--- src/rtl/dma_arb_pkg.sv ---
package dma_arb_pkg;
    localparam int NUM_LVL = 2;

    typedef enum logic {
        LVL_LO = 1'b0,
        LVL_HI = 1'b1
    } lvl_e;
endpackage

--- src/rtl/dma_arb_rr_pick.sv ---
module dma_arb_rr_pick #(
    parameter int N_CH = 6,
    parameter int CW   = 3
) (
    input  logic [N_CH-1:0] elig,
    input  logic [CW-1:0]   ptr,
    output logic            found,
    output logic [CW-1:0]   idx
);
    function automatic logic [CW-1:0] pos_of(logic [CW-1:0] base, int k);
        int s;
        s = int'(base) + k;
        if (s >= N_CH) begin
            s = s - N_CH;
        end
        return CW'(s);
    endfunction

    always_comb begin
        found = 1'b0;
        idx   = '0;
        for (int k = 0; k < N_CH; k++) begin
            if (!found && elig[pos_of(ptr, k)]) begin
                found = 1'b1;
                idx   = pos_of(ptr, k);
            end
        end
    end
endmodule

--- src/rtl/dma_arb_credit_bank.sv ---
module dma_arb_credit_bank #(
    parameter int N_CH  = 6,
    parameter int WGT_W = 4,
    parameter int CW    = 3
) (
    input  logic                  clk,
    input  logic                  rst_n,
    input  logic [N_CH*WGT_W-1:0] wgt_eff,
    input  logic [N_CH-1:0]       prio,
    input  logic                  reload,
    input  logic                  reload_lvl,
    input  logic                  take,
    input  logic [CW-1:0]         take_idx,
    output logic [N_CH-1:0]       has_credit
);
    typedef struct packed {
        logic [N_CH-1:0][WGT_W-1:0] cr;
    } bank_t;

    bank_t bank_d, bank_q;

    always_comb begin
        bank_d = bank_q;
        for (int i = 0; i < N_CH; i++) begin
            if (reload && (prio[i] == reload_lvl)) begin
                bank_d.cr[i] = wgt_eff[i*WGT_W +: WGT_W];
            end
            if (take && (take_idx == CW'(i))) begin
                bank_d.cr[i] = bank_d.cr[i] - WGT_W'(1);
            end
        end
    end

    always_ff @(posedge clk or negedge rst_n) begin
        if (!rst_n) begin
            bank_q <= '0;
        end else begin
            bank_q <= bank_d;
        end
    end

    for (genvar i = 0; i < N_CH; i++) begin : g_flag
        assign has_credit[i] = (bank_q.cr[i] != '0);
    end
endmodule

--- src/rtl/dma_bw_arbiter.sv ---
module dma_bw_arbiter
    import dma_arb_pkg::*;
#(
    parameter int N_CH  = 6,
    parameter int WGT_W = 4
) (
    input  logic                  clk,
    input  logic                  rst_n,
    input  logic [N_CH-1:0]       req,
    input  logic [N_CH-1:0]       prio,
    input  logic [N_CH*WGT_W-1:0] weight,
    input  logic                  done,
    output logic [N_CH-1:0]       gnt,
    output logic                  gnt_valid
);
    localparam int CW = (N_CH > 1) ? $clog2(N_CH) : 1;

    typedef struct packed {
        logic                          busy;
        logic [N_CH-1:0]               gnt;
        logic                          gv;
        logic [NUM_LVL-1:0][CW-1:0]    ptr;
    } state_t;

    state_t st_d, st_q;

    logic [N_CH*WGT_W-1:0]            wgt_eff;
    logic [N_CH-1:0]                  has_credit;
    logic [NUM_LVL-1:0][N_CH-1:0]     cand;
    logic [NUM_LVL-1:0][N_CH-1:0]     elig;
    logic [NUM_LVL-1:0][N_CH-1:0]     pick_set;
    logic [NUM_LVL-1:0]               reload_need;
    logic [NUM_LVL-1:0]               found;
    logic [NUM_LVL-1:0][CW-1:0]       idx;

    lvl_e                             sel;
    logic                             arb_go;
    logic                             do_reload;

    // zero weight promoted to one
    for (genvar i = 0; i < N_CH; i++) begin : g_wgt
        assign wgt_eff[i*WGT_W +: WGT_W] =
            (weight[i*WGT_W +: WGT_W] == '0) ? WGT_W'(1) : weight[i*WGT_W +: WGT_W];
    end

    // one candidate set and one rotating picker per class
    for (genvar l = 0; l < NUM_LVL; l++) begin : g_lvl
        assign cand[l]        = req & ((l == int'(LVL_HI)) ? prio : ~prio);
        assign elig[l]        = cand[l] & has_credit;
        assign reload_need[l] = (|cand[l]) & ~(|elig[l]);
        assign pick_set[l]    = reload_need[l] ? cand[l] : elig[l];

        dma_arb_rr_pick #(
            .N_CH (N_CH),
            .CW   (CW)
        ) u_pick (
            .elig  (pick_set[l]),
            .ptr   (st_q.ptr[l]),
            .found (found[l]),
            .idx   (idx[l])
        );
    end

    always_comb begin
        sel       = (|cand[LVL_HI]) ? LVL_HI : LVL_LO;
        arb_go    = !st_q.busy && found[sel];
        do_reload = arb_go && reload_need[sel];

        st_d    = st_q;
        st_d.gv = 1'b0;
        if (st_q.busy) begin
            if (done) begin
                st_d.busy = 1'b0;
                st_d.gnt  = '0;
            end
        end else if (arb_go) begin
            st_d.busy     = 1'b1;
            st_d.gv       = 1'b1;
            st_d.gnt      = N_CH'(1) << idx[sel];
            st_d.ptr[sel] = (idx[sel] == CW'(N_CH - 1)) ? '0 : idx[sel] + CW'(1);
        end
    end

    always_ff @(posedge clk or negedge rst_n) begin
        if (!rst_n) begin
            st_q <= '0;
        end else begin
            st_q <= st_d;
        end
    end

    dma_arb_credit_bank #(
        .N_CH  (N_CH),
        .WGT_W (WGT_W),
        .CW    (CW)
    ) u_bank (
        .clk        (clk),
        .rst_n      (rst_n),
        .wgt_eff    (wgt_eff),
        .prio       (prio),
        .reload     (do_reload),
        .reload_lvl (sel),
        .take       (arb_go),
        .take_idx   (idx[sel]),
        .has_credit (has_credit)
    );

    assign gnt       = st_q.gnt;
    assign gnt_valid = st_q.gv;
endmodule

--- config.mk ---
export PLATFORM = sky130hd
export DESIGN_NAME = dma_bw_arbiter
export DESIGN_NICKNAME = d
export VERILOG_FILES = /design/src/rtl/dma_arb_pkg.sv /design/src/rtl/dma_arb_rr_pick.sv /design/src/rtl/dma_arb_credit_bank.sv /design/src/rtl/dma_bw_arbiter.sv
export SDC_FILE = /design/constraint.sdc
export NUM_CORES = 1
export LEC_CHECK = 0
export ABC_AREA = 0
export BUFFER_PORTS_ARGS = -buffer_cell sky130_fd_sc_hd__buf_2
export CAP_MARGIN = 20
export CORE_MARGIN = 2
export CORE_UTILIZATION = 60
export DETAILED_ROUTE_END_ITERATION = 8
export HOLD_SLACK_MARGIN = 0.02
export PLACE_DENSITY_LB_ADDON = 0.12
export SLEW_MARGIN = 20
export SYNTH_ARGS = -nofsm -noshare
export SYNTH_HDL_FRONTEND = slang
export SYNTH_SLANG_ARGS = --single-unit
--- constraint.sdc ---
create_clock -name clk -period 5.4 [get_ports clk]
set_clock_uncertainty 0.05 [all_clocks]
set_input_delay 0.54 -clock clk [delete_from_list [all_inputs] [get_ports clk]]
set_output_delay 0.54 -clock clk [all_outputs]
set_load 0.03 [all_outputs]
Yosys cells after proc, flatten, opt, wreduce, memory -nomap -nowiden
Cells that the tools add are included.
Word-level totals
  input bits: 39
  register bits: 38
Operators by class
  add/subtract/negate cells: 29
  equal/unequal tests: 12
  multiplexer cells: 95
  shift operators: 1
  $lt $le $gt $ge: 26
  reduce and logical (&&, ||, !) cells: 56
  bitwise gates (word level): 10
Operator list (count)
  $mux W3: 28
  $mux W4: 18
  $lt A3 B4 Y1 const B: 12
  $ge A4 B3 Y1 const B: 10
  $bmux W1 S3: 12
  $sub A3 B2 Y3 const B: 10
  $mux W1: 29
  $logic_and A1 B1 Y1: 25
  $and A6 B6 Y6: 4
  $logic_not A4 Y1: 6
  $reduce_bool A4 Y1: 6
  $reduce_or A6 Y1: 4
  $sub A4 B1 Y4 const B: 6
  $mux W7: 3
  $add A3 B2 Y4 const B: 4
  $add A3 B3 Y4 const B: 4
  $mux W14: 1
  $mux W6: 2
  $logic_not A1 Y1: 11
  $add A3 B1 Y4 const B: 2
  $bwmux W6: 1
  $eq A1 B1 Y1: 6
  $eq A3 B2 Y1 const B: 2
  $eq A3 B3 Y1 const B: 2
  other kinds (15): 21

Depth between registers and ports, before layout
Gate-level depths: netlist of run 1.
  word-level depth: 33
  gate-level depth with buffers: 22
  gate-level depth less buffers: 18

Cells and area by module
Synthesis of run 1 repeated with hierarchy kept, for this count alone.
Second synthesis, totals
  cell total of the unflattened synthesis: 546
  area, all modules: 4635.7 um2
By module, submodules not included
  dma_arb_rr_pick: instances 2, sequential area each 0.0 um2, area each 885.8 um2, cells an instance 120
  dma_arb_credit_bank: instances 1, sequential area each 600.6 um2, area each 1545.2 um2, cells an instance 144
  dma_bw_arbiter: instances 1, sequential area each 350.3 um2, area each 1318.8 um2, cells an instance 162

Least setup slack after synthesis of run 1
OpenSTA, ideal clock, no wires.
  kind: register to register
  start point: register with a tool-made name
  end point: register u_bank.bank_q[14] (netlist bit)
  setup time: 0.135 ns
  arrival: 4.163 ns
  data required time: 5.215 ns
  setup slack: 1.052 ns
  stages on the path, launching flop included: 20
  period minus slack after synthesis: 4.348 ns
  path through: dfrtp_1 clkbuf_1 inv_1 ha_1 clkbuf_1 a21oi_1 nor3b_1 a41oi_1 nor2_1 a211oi_2 nand3_1 or3b_1 a31oi_2 nand2_2 clkinv_2 ha_1 clkbuf_1 nand2_1 a2111oi_2 a211oi_1
RTL lines
  end signal, assigned: RTL line dma_arb_credit_bank.sv:38  | bank_q <= bank_d;
  end, declared: RTL line dma_arb_credit_bank.sv:20  | bank_t bank_d, bank_q;

==> impl_metrics.json, run 1 <==
{
  "routed_wl_um": 12050,
  "multi_input_area_um2": 3476,
  "pre_cts_slack_ps": 691.6,
  "ys_seq_area_share_pct": 20.45,
  "die_h_um": 92.03,
  "syn-instance-count": 555,
  "num_vias": 4467,
  "worst_hold_slack_ps": 299.3,
  "num_antenna_cells": 0,
  "cpMostUsedCell": "or3b_1",
  "cp_max_fo": 10,
  "cts_buffers": 5,
  "synthArstFlopShare_pct": 100.0,
  "htreeDepth": 2,
  "routabilityCongestion": 0.9098,
  "slew_headroom_pct": 43.48,
  "antenna_found_initial": 0,
  "hp-class": "in -> async",
  "final_hold_viol_count": 0,
  "cts_hold_buf": 0,
  "drc": 0,
  "timing.final.ws_setup_ps": 607.8,
  "drive_gt1_share_pct": 22.35,
  "io_buffers": 45,
  "row_count": 32,
  "start_util_pct": 61.12,
  "synth_cell_types": 96,
  "fmax_ghz": 0.2087,
  "ant_nets": 0,
  "viasPerCell": 6.493,
  "syn-num-nets": 618,
  "setup_viol": 0,
  "synth_edf_count": 0,
  "ir_drop_v": 0.0003821,
  "cts_tree": "done",
  "seq_area_um2": 950.9,
  "critPathLaunchType": "register",
  "yosysMostFrequentCell": "nand2_1",
  "avgRoutedWirePerCell_um": 17.52,
  "grt_setup_unrepaired": "no",
  "synthTopCellsByArea": "dfrtp_1, ha_1, mux2i_1",
  "reg2reg_to": "u_bank.bank_q[14]$_DFF_PN0_",
  "reg2reg_depth": 15,
  "cts_buffer_depth": 2,
  "syn_area_per_cell_um2": 8.377,
  "worstPathCellList": "nor4_2, o22ai_1, nor3_2, a21boi_2, o32ai_2, a221o_1, or3b_1, or3b_1, a31oi_2, nand2_2, clkinv_2, ha_1, nand2_1, a2111oi_2, a211oi_1",
  "grt_first_pass_wirelength_um": 20160,
  "ys_ff_latch": 38,
  "synth_area_um2": 4649,
  "fin_nets": 648,
  "pin_count": 46,
  "tns_ps": 0,
  "insertion_delay_ps": 290,
  "grt_overflow": 0,
  "min_period_ps": 4792,
  "synth_ff_type": "dfrtp_1",
  "powerDensity_nw_per_um2": 750.5,
  "drt-pass1-iter-count": 5,
  "r2r_start": "u_bank.bank_q[0]$_DFF_PN0_",
  "dp_hpwl_um": 9479,
  "core_um2": 7607,
  "area_delta_synth_final_pct": 7.320,
  "synth_commonest_cells": "nand2_1, nor2_1, dfrtp_1",
  "end_kind": "register",
  "dieArea_um2": 8470,
  "ctsResizeCount": 0,
  "grt_use_total_pct": 29.25,
  "yosys.area.top_type_share_pct": 20.45,
  "worst_pin_slew_ps": 847.8,
  "critPathKind": "reg -> reg",
  "slew_violations": 0,
  "post-route-period-util_pct": 88.74,
  "cts.sinks": 38,
  "drtIter0Drc": 277,
  "cts-root-buf": "clkbuf_8",
  "yosys_warnings": 0,
  "cts_setup_buffers": 0,
  "power.leakage_nw": 1.986,
  "die_w_um": 92.03,
  "clkTransAtPathRegs_ps": 80,
  "crit_path_top_delay_cell": "nor4_2",
  "grt_max_degree": 39,
  "rrSetupSlack_ps": 610,
  "yosysTopAreaCell": "dfrtp_1",
  "fin_util_pct": 65.59,
  "arrival_ps": 4900,
  "max_stage_delay_ps": 640,
  "critPathRequiredTime_ps": 5510,
  "grt_pass1_vias": 4233,
  "nFillCells": 689,
  "maxCapViolCount": 0,
  "status": "finished clean"
}
through the flow:
| step | cells | instance area, µm² | power (mW) |
|---|---|---|---|
| 5_1_grt | 688 | 4990 | 4.053 |
| 4_1_cts | 688 | 4990 | 3.704 |
| 3_3_place_gp | 680 | 4891 | 3.427 |
| 2_1_floorplan | 555 | 4649 | 2.911 |
| 6_report | 688 | 4990 | 3.745 |
| 3_5_place_dp | 680 | 4891 | 3.476 |
cell type report:
| cell class | instances | area share [%] |
|---|---|---|
| clock buffers | 6 | 1.655 |
| repair buffers | 51 | 5.416 |
| flip-flops and latches | 38 | 19.06 |
| inverters | 17 | 1.329 |
| multi-input cells | 472 | 69.66 |
| clock inverters | 2 | 0.3260 |
| well taps | 102 | 2.558 |
worst max-delay path by stage:
stage / from / end / depth (start not counted)
after floorplan: register / u_bank.bank_q[14]$_DFF_PN0_ / 19
after global placement: prio[0] / u_bank.bank_q[14]$_DFF_PN0_ / 16
after detailed placement: req[0] / u_bank.bank_q[14]$_DFF_PN0_ / 15
after CTS: register / u_bank.bank_q[14]$_DFF_PN0_ / 16
after global routing: register / u_bank.bank_q[14]$_DFF_PN0_ / 16
final: u_bank.bank_q[0]$_DFF_PN0_ / u_bank.bank_q[14]$_DFF_PN0_ / 15
cells by family after synthesis:
| group | count (synthesis) | share of synthesized area [%] |
|---|---|---|
| multiplexers | 39 | 8.934 |
| AND/OR/NAND/NOR | 227 | 28.26 |
| AO/OA/AOI/OAI | 156 | 26.21 |
| flip-flops | 38 | 20.45 |
| XOR/XNOR | 26 | 4.898 |
| adder cells (fa/ha/maj) | 24 | 6.459 |
| buffers and inverters | 45 | 4.790 |
routing by layer:
layer / global-route usage (%) / share of wire (%)
met1: 39.09 / 45
met2: 48.90 / 47
met3: 2.794 / 4.9
met4: 11.57 / 3.2
met5: 0 / 0
power breakdown:
group / leakage (nW) / switching (mW) / internal [mW]
sequential: 0.467 / 0.170 / 0.425
clock: 0.0478 / 0.104 / 0.105
combinational: 1.47 / 1.82 / 1.12
total: 1.99 / 2.09 / 1.65
cells in the final DEF, fill, tap and decap left out, drive strengths merged, types with 5 or more instances in the layout:
master  instances
a211oi          5
a21boi          5
a21o            5
a21oi          32
a31oi          14
and2            5
buf            51
clkbuf          6
dfrtp          38
ha             24
inv            16
mux2            8
mux2i          31
nand2          47
nand2b         11
nand3          14
nand4          12
nor2           47
nor2b           7
nor3           35
nor4            9
o21ai          25
o22ai          11
o32ai           8
or2            11
or3             9
xnor2          16
xor2           10
worst max-delay path: cells and delay by family (launching register included):
family	cells	cell delay, ps
buffers and inverters	1	160
AO/OA/AOI/OAI	7	1810
adder cells (fa/ha/maj)	1	370
flip-flops	1	430
AND/OR/NAND/NOR	6	1820
Power figures use the tool's default switching activity.
==> run 2, diff against run 1 <==
- ABC_CLOCK_PERIOD_IN_PS: not set -> 6000
- SETUP_SLACK_MARGIN: not set -> 0.5
- clock period: 5.4 -> 6 ns (I/O delays scaled with it)
==> run 2 against run 1 <==
Against the previous run: sequential power is 6.7% lower; sequential share of layout area is 0.062 points lower; highest routed layer unchanged; combinational power down 11%; largest power group unchanged; first-iteration DRC count fell by 2.5%; final cell count is 0.44% lower; global-route usage is 0.23 points lower; critical path depth unchanged; power is 8.3% lower.
==> impl_metrics.json, run 2 (synthesis gave the netlist of run 1 again) <==
{
  "routed_wl_um": 12170,
  "grt_pass1_vias": 4185,
  "reg2reg_depth": 15,
  "pin_count": 46,
  "viasPerCell": 6.609,
  "power.leakage_nw": 1.991,
  "post-route-period-util_pct": 83.85,
  "path_buf_inv": 1,
  "area_delta_synth_final_pct": 7.670,
  "cts_setup_buffers": 0,
  "grt_first_pass_wirelength_um": 20090,
  "cts_tree": "done",
  "insertion_delay_ps": 290,
  "die_h_um": 92.03,
  "switchingPower_mw": 1.896,
  "final_cell_mix": "nand2_1, buf_2, nor2_1, dfrtp_1, nor3_1",
  "pre_cts_slack_ps": 940.3,
  "max_stage_delay_ps": 690,
  "fin_nets": 645,
  "grt_use_total_pct": 29.02,
  "ant_nets": 0,
  "final_hold_viol_count": 0,
  "drt-pass1-iter-count": 7,
  "avgRoutedWirePerCell_um": 17.77,
  "start_util_pct": 61.12,
  "grt_overflow": 0,
  "slew_violations": 0,
  "routabilityCongestion": 0.9601,
  "cp.depth": 15,
  "crit_path_top_delay_cell": "dfrtp_1",
  "ctsResizeCount": 0,
  "min_period_ps": 5031,
  "worst_hold_slack_ps": 352.3,
  "grt_setup_unrepaired": "no",
  "row_count": 32,
  "dp.cells": 677,
  "reg2reg_to": "u_bank.bank_q[14]$_DFF_PN0_",
  "die_w_um": 92.03,
  "dieArea_um2": 8470,
  "core_um2": 7607,
  "worstPathCellList": "inv_1, ha_1, a21oi_1, a31oi_1, nor2b_1, a2bb2oi_2, a211oi_2, and2_1, and4b_1, nand2b_1, and2_1, ha_1, nand2_1, a2111oi_2, a211oi_1",
  "hp-class": "in -> async",
  "slew_headroom_pct": 44.11,
  "power_mw": 3.434,
  "htreeDepth": 2,
  "io_buffers": 45,
  "p_sw_share_pct": 55.23,
  "setup_viol": 0,
  "pwr-share-seq_pct": 16.2,
  "arrival_ps": 5140,
  "cts_buffers": 5,
  "comb_power_share_pct": 76.2,
  "dp_hpwl_um": 9475,
  "status": "finished clean",
  "powerDensity_nw_per_um2": 685.9,
  "cts.sinks": 38,
  "final_cell_count_no_fill": 685,
  "intPower_mw": 1.537,
  "fmax_ghz": 0.1988,
  "clkTransAtPathRegs_ps": 80,
  "final_common_cell": "nand2_1",
  "worst_pin_slew_ps": 838.3,
  "drc": 0,
  "end_kind": "register",
  "grt_max_degree": 39,
  "crit_family": "simple AND/OR/NAND/NOR gates",
  "maxCapViolCount": 0,
  "drive_gt1_share_pct": 21.96,
  "drtIter0Drc": 270,
  "antenna_found_initial": 0,
  "num_vias": 4527,
  "num_antenna_cells": 0,
  "tns_ps": 0,
  "clockPowerShare_pct": 7.6,
  "critPathRequiredTime_ps": 6110,
  "cts_hold_buf": 0,
  "cp_max_fo": 15,
  "timing.final.ws_setup_ps": 969.3,
  "critPathKind": "reg -> reg",
  "rrSetupSlack_ps": 970,
  "nFillCells": 655,
  "cts_buffer_depth": 2,
  "ir_drop_v": 0.0003785,
  "critPathLaunchType": "register",
  "cts-root-buf": "clkbuf_8"
}
[run 2: cell types whose count changed in the layout (fill, tap and decap cells not counted), sizes merged]
cell and delta:
inv -1, bufinv +2, clkinv +1, clkinvlp -1
buf -3, clkbuf -1
[run 2: power by group through the flow]
stage / sequential (mW) / clock (mW) / combinational, mW
4_1_cts: 0.552 / 0.266 / 2.57
3_3_place_gp: 0.548 / 0 / 2.50
2_1_floorplan: 0.495 / 0 / 2.12
6_report: 0.555 / 0.262 / 2.62
3_5_place_dp: 0.555 / 0 / 2.55
5_1_grt: 0.572 / 0.276 / 2.87
[run 2: metal layers]
| metal | track usage [%] | wire length (µm) | share of wire (%) | vias to the layer above |
|---|---|---|---|---|
| met5 | 0 | 0 | 0 | - |
| met3 | 2.547 | 801 | 6.6 | 39 |
| met4 | 11.32 | 495 | 4.1 | 0 |
| met1 | 38.39 | 5171 | 42 | 2122 |
| met2 | 49.20 | 5703 | 47 | 209 |
| li1 | - | - | - | 2157 |
[run 2: worst reg2reg max path: cells and delay by family (launching register included)]
kind | cells | cell delay, ps
buffers and inverters | 1 | 190
AOI/OAI and AO/OA | 6 | 1440
DFF | 1 | 690
adders and majority gates | 2 | 950
and+or+nand+nor | 6 | 1570
[run 2: layout make-up]
class                           instances  area, µm²  share of cell area (%)
Clock inverter                          3      68.82                   1.375
Clock buffer                            5      68.82                   1.375
Multi-Input combinational cell        472       3476                   69.43
Tap cell                              102      127.6                   2.549
Inverter                               17      66.31                   1.325
Sequential cell                        38      950.9                   19.00
Timing Repair Buffer                   48      247.7                   4.949
[run 2: how the worst max path moves through the flow]
stage | startpoint | to | slack [ps]
after floorplan | register | u_bank.bank_q[14]$_DFF_PN0_ | 1650
after global placement | req[2] | u_bank.bank_q[14]$_DFF_PN0_ | 1150
after detailed placement | req[2] | u_bank.bank_q[14]$_DFF_PN0_ | 940
after CTS | register | u_bank.bank_q[14]$_DFF_PN0_ | 1060
after global routing | register | u_bank.bank_q[14]$_DFF_PN0_ | 550
final | register | u_bank.bank_q[14]$_DFF_PN0_ | 970
[run 2: stage by stage]
step,utilization [%],cell area [µm²]
global route,65.81,5006
detailed placement,64.00,4868
CTS,65.81,5006
floorplan,-,4649
global placement,64.00,4868
finish,65.81,5006
==> run 3, diff against run 2 <==
- ABC_CLOCK_PERIOD_IN_PS: 6000 -> 4900
- clock period: 6 -> 4.9 ns (I/O delays scaled with it)
==> run 3 against run 2 <==
Against the previous run: global-route usage grew 1.4 points; critical path depth shrank 1; largest cell class unchanged; non-clock buffer count grew 23; final cell count grew 3.4%; final area grew 5.6%; highest routed layer unchanged; register-to-register slack lost 330 ps; clock-buffer cell count is the same; flip-flop and latch count is the same; fmax grew 18%; hold slack lost 100 ps; die area is the same; critical endpoint is now u_bank.bank_q[22]$_DFF_PN0_.
==> impl_metrics.json, run 3 (synthesis gave the netlist of run 1 again) <==
{
  "status": "finished clean",
  "area_delta_synth_final_pct": 13.75,
  "fin_util_pct": 69.52,
  "grt_pass1_vias": 4229,
  "drc": 0,
  "finalInstanceArea_um2": 5289,
  "drive_gt1_share_pct": 27.06,
  "maxCapViolCount": 0,
  "routed_wl_um": 12830,
  "worstPathCellList": "nor4_4, o22ai_2, nor3_4, a21boi_1, o32a_2, o32ai_2, and4bb_1, a21o_2, buf_4, nor2_4, mux2i_2, ha_1, nand4_1, xor2_1",
  "num_vias": 4612,
  "cts-root-buf": "clkbuf_8",
  "start_util_pct": 61.12,
  "critPathKind": "reg -> reg",
  "arrival_ps": 4380,
  "max_stage_delay_ps": 440,
  "tns_ps": 0,
  "fin_nets": 668,
  "cp-startpoint": "u_bank.bank_q[22]$_DFF_PN0_",
  "io_buffers": 45,
  "worst_pin_slew_ps": 850.3,
  "reg2reg_depth": 14,
  "place_area_um2": 4981,
  "critPathRequiredTime_ps": 5020,
  "die_h_um": 92.03,
  "cts_buffers": 5,
  "cts.sinks": 38,
  "insertion_delay_ps": 290,
  "viasPerCell": 6.514,
  "drt-pass1-iter-count": 5,
  "dp_hpwl_um": 9954,
  "drtIter0Drc": 427,
  "antenna_found_initial": 0,
  "r2r_start": "u_bank.bank_q[22]$_DFF_PN0_",
  "setup_viol": 0,
  "fmax_ghz": 0.2345,
  "nFillCells": 630,
  "row_count": 32,
  "htreeDepth": 2,
  "final_hold_viol_count": 0,
  "timing.final.ws_setup_ps": 635.7,
  "routabilityCongestion": 1.013,
  "end_kind": "register",
  "slew_violations": 0,
  "grt_setup_unrepaired": "yes",
  "pin_count": 46,
  "grt_first_pass_wirelength_um": 20940,
  "core_um2": 7607,
  "dieArea_um2": 8470,
  "die_w_um": 92.03,
  "final_common_cell": "nand2_1",
  "pre_cts_slack_ps": 318.4,
  "grt_use_total_pct": 30.39,
  "grt_overflow": 0,
  "cts_buffer_depth": 2,
  "cp_max_fo": 8,
  "rrSetupSlack_ps": 640,
  "clkTransAtPathRegs_ps": 70,
  "critPathLaunchType": "register",
  "hp-class": "in -> async",
  "slew_headroom_pct": 43.32,
  "ant_nets": 0,
  "post-route-period-util_pct": 87.03,
  "avgRoutedWirePerCell_um": 18.12,
  "cts_tree": "done",
  "crit_path_top_delay_cell": "nor4_4",
  "final_cell_mix": "nand2_1, buf_2, nor2_1, dfrtp_1, a21oi_1",
  "reg2reg_to": "u_bank.bank_q[22]$_DFF_PN0_",
  "grt_max_degree": 39,
  "num_antenna_cells": 0,
  "min_period_ps": 4264
}
run 3: changes by cell type in the layout (fill, tap and decap cells not counted), sizes merged:
| cell | delta |
|---|---|
| bufinv | -1 |
| buf | +23 |
| clkinvlp | +2 |
| clkinv | -1 |
run 3: critical path, delay by kind of cell, from the launching register on:
kind	cells	cell delay, ps
adders and majority gates	1	200
xor gates and xnor gates	1	190
and+or+nand+nor	5	1350
DFF	1	430
muxes	1	290
AOI/OAI and AO/OA	5	1440
buffers and inverters	1	190
run 3: worst max-delay path by stage:
stage	end	slack (ps)
detailed placement	u_bank.bank_q[14]$_DFF_PN0_	320
floorplan	u_bank.bank_q[14]$_DFF_PN0_	550
global route	u_bank.bank_q[22]$_DFF_PN0_	450
global placement	u_bank.bank_q[14]$_DFF_PN0_	410
finish	u_bank.bank_q[22]$_DFF_PN0_	640
CTS	u_bank.bank_q[14]$_DFF_PN0_	510
run 3: stage by stage:
step,std cells,hold slack [ps]
finish,708,251.3
global route,708,331.1
CTS,700,272.7
detailed placement,692,408.3
global placement,692,407.7
floorplan,555,144.4
run 3: area by class of cell:
| class | count | area (µm²) | share of cell area [%] |
|---|---|---|---|
| timing repair buffer | 71 | 420.4 | 7.949 |
| multi-input combinational | 472 | 3607 | 68.20 |
| sequential | 38 | 953.4 | 18.03 |
| inverter | 17 | 66.31 | 1.254 |
| tap | 102 | 127.6 | 2.413 |
| clock buffer | 5 | 68.82 | 1.301 |
| clock inverter | 3 | 45.04 | 0.8517 |
run 3: what timing repair did:
item	CTS	global route
hold buffers	0	0
gates resized for setup	4	21
gates cloned	0	0
endpoints found under the setup margin	8	16
pin swaps	0	8
setup buffers	0	8
run 3: metal layers:
| layer | GRT usage (%) | routed length [µm] | up-vias |
|---|---|---|---|
| li1 | - | - | 2214 |
| met1 | 41.60 | 5528 | 2187 |
| met2 | 51.84 | 6391 | 177 |
| met3 | 2.301 | 627 | 34 |
| met4 | 8.458 | 282 | 0 |
| met5 | 0 | 0 | - |
Power of run 3 is left out: the tool's default activity adds up to more than one toggle a clock period on the data nets, which glitch-free logic cannot reach.
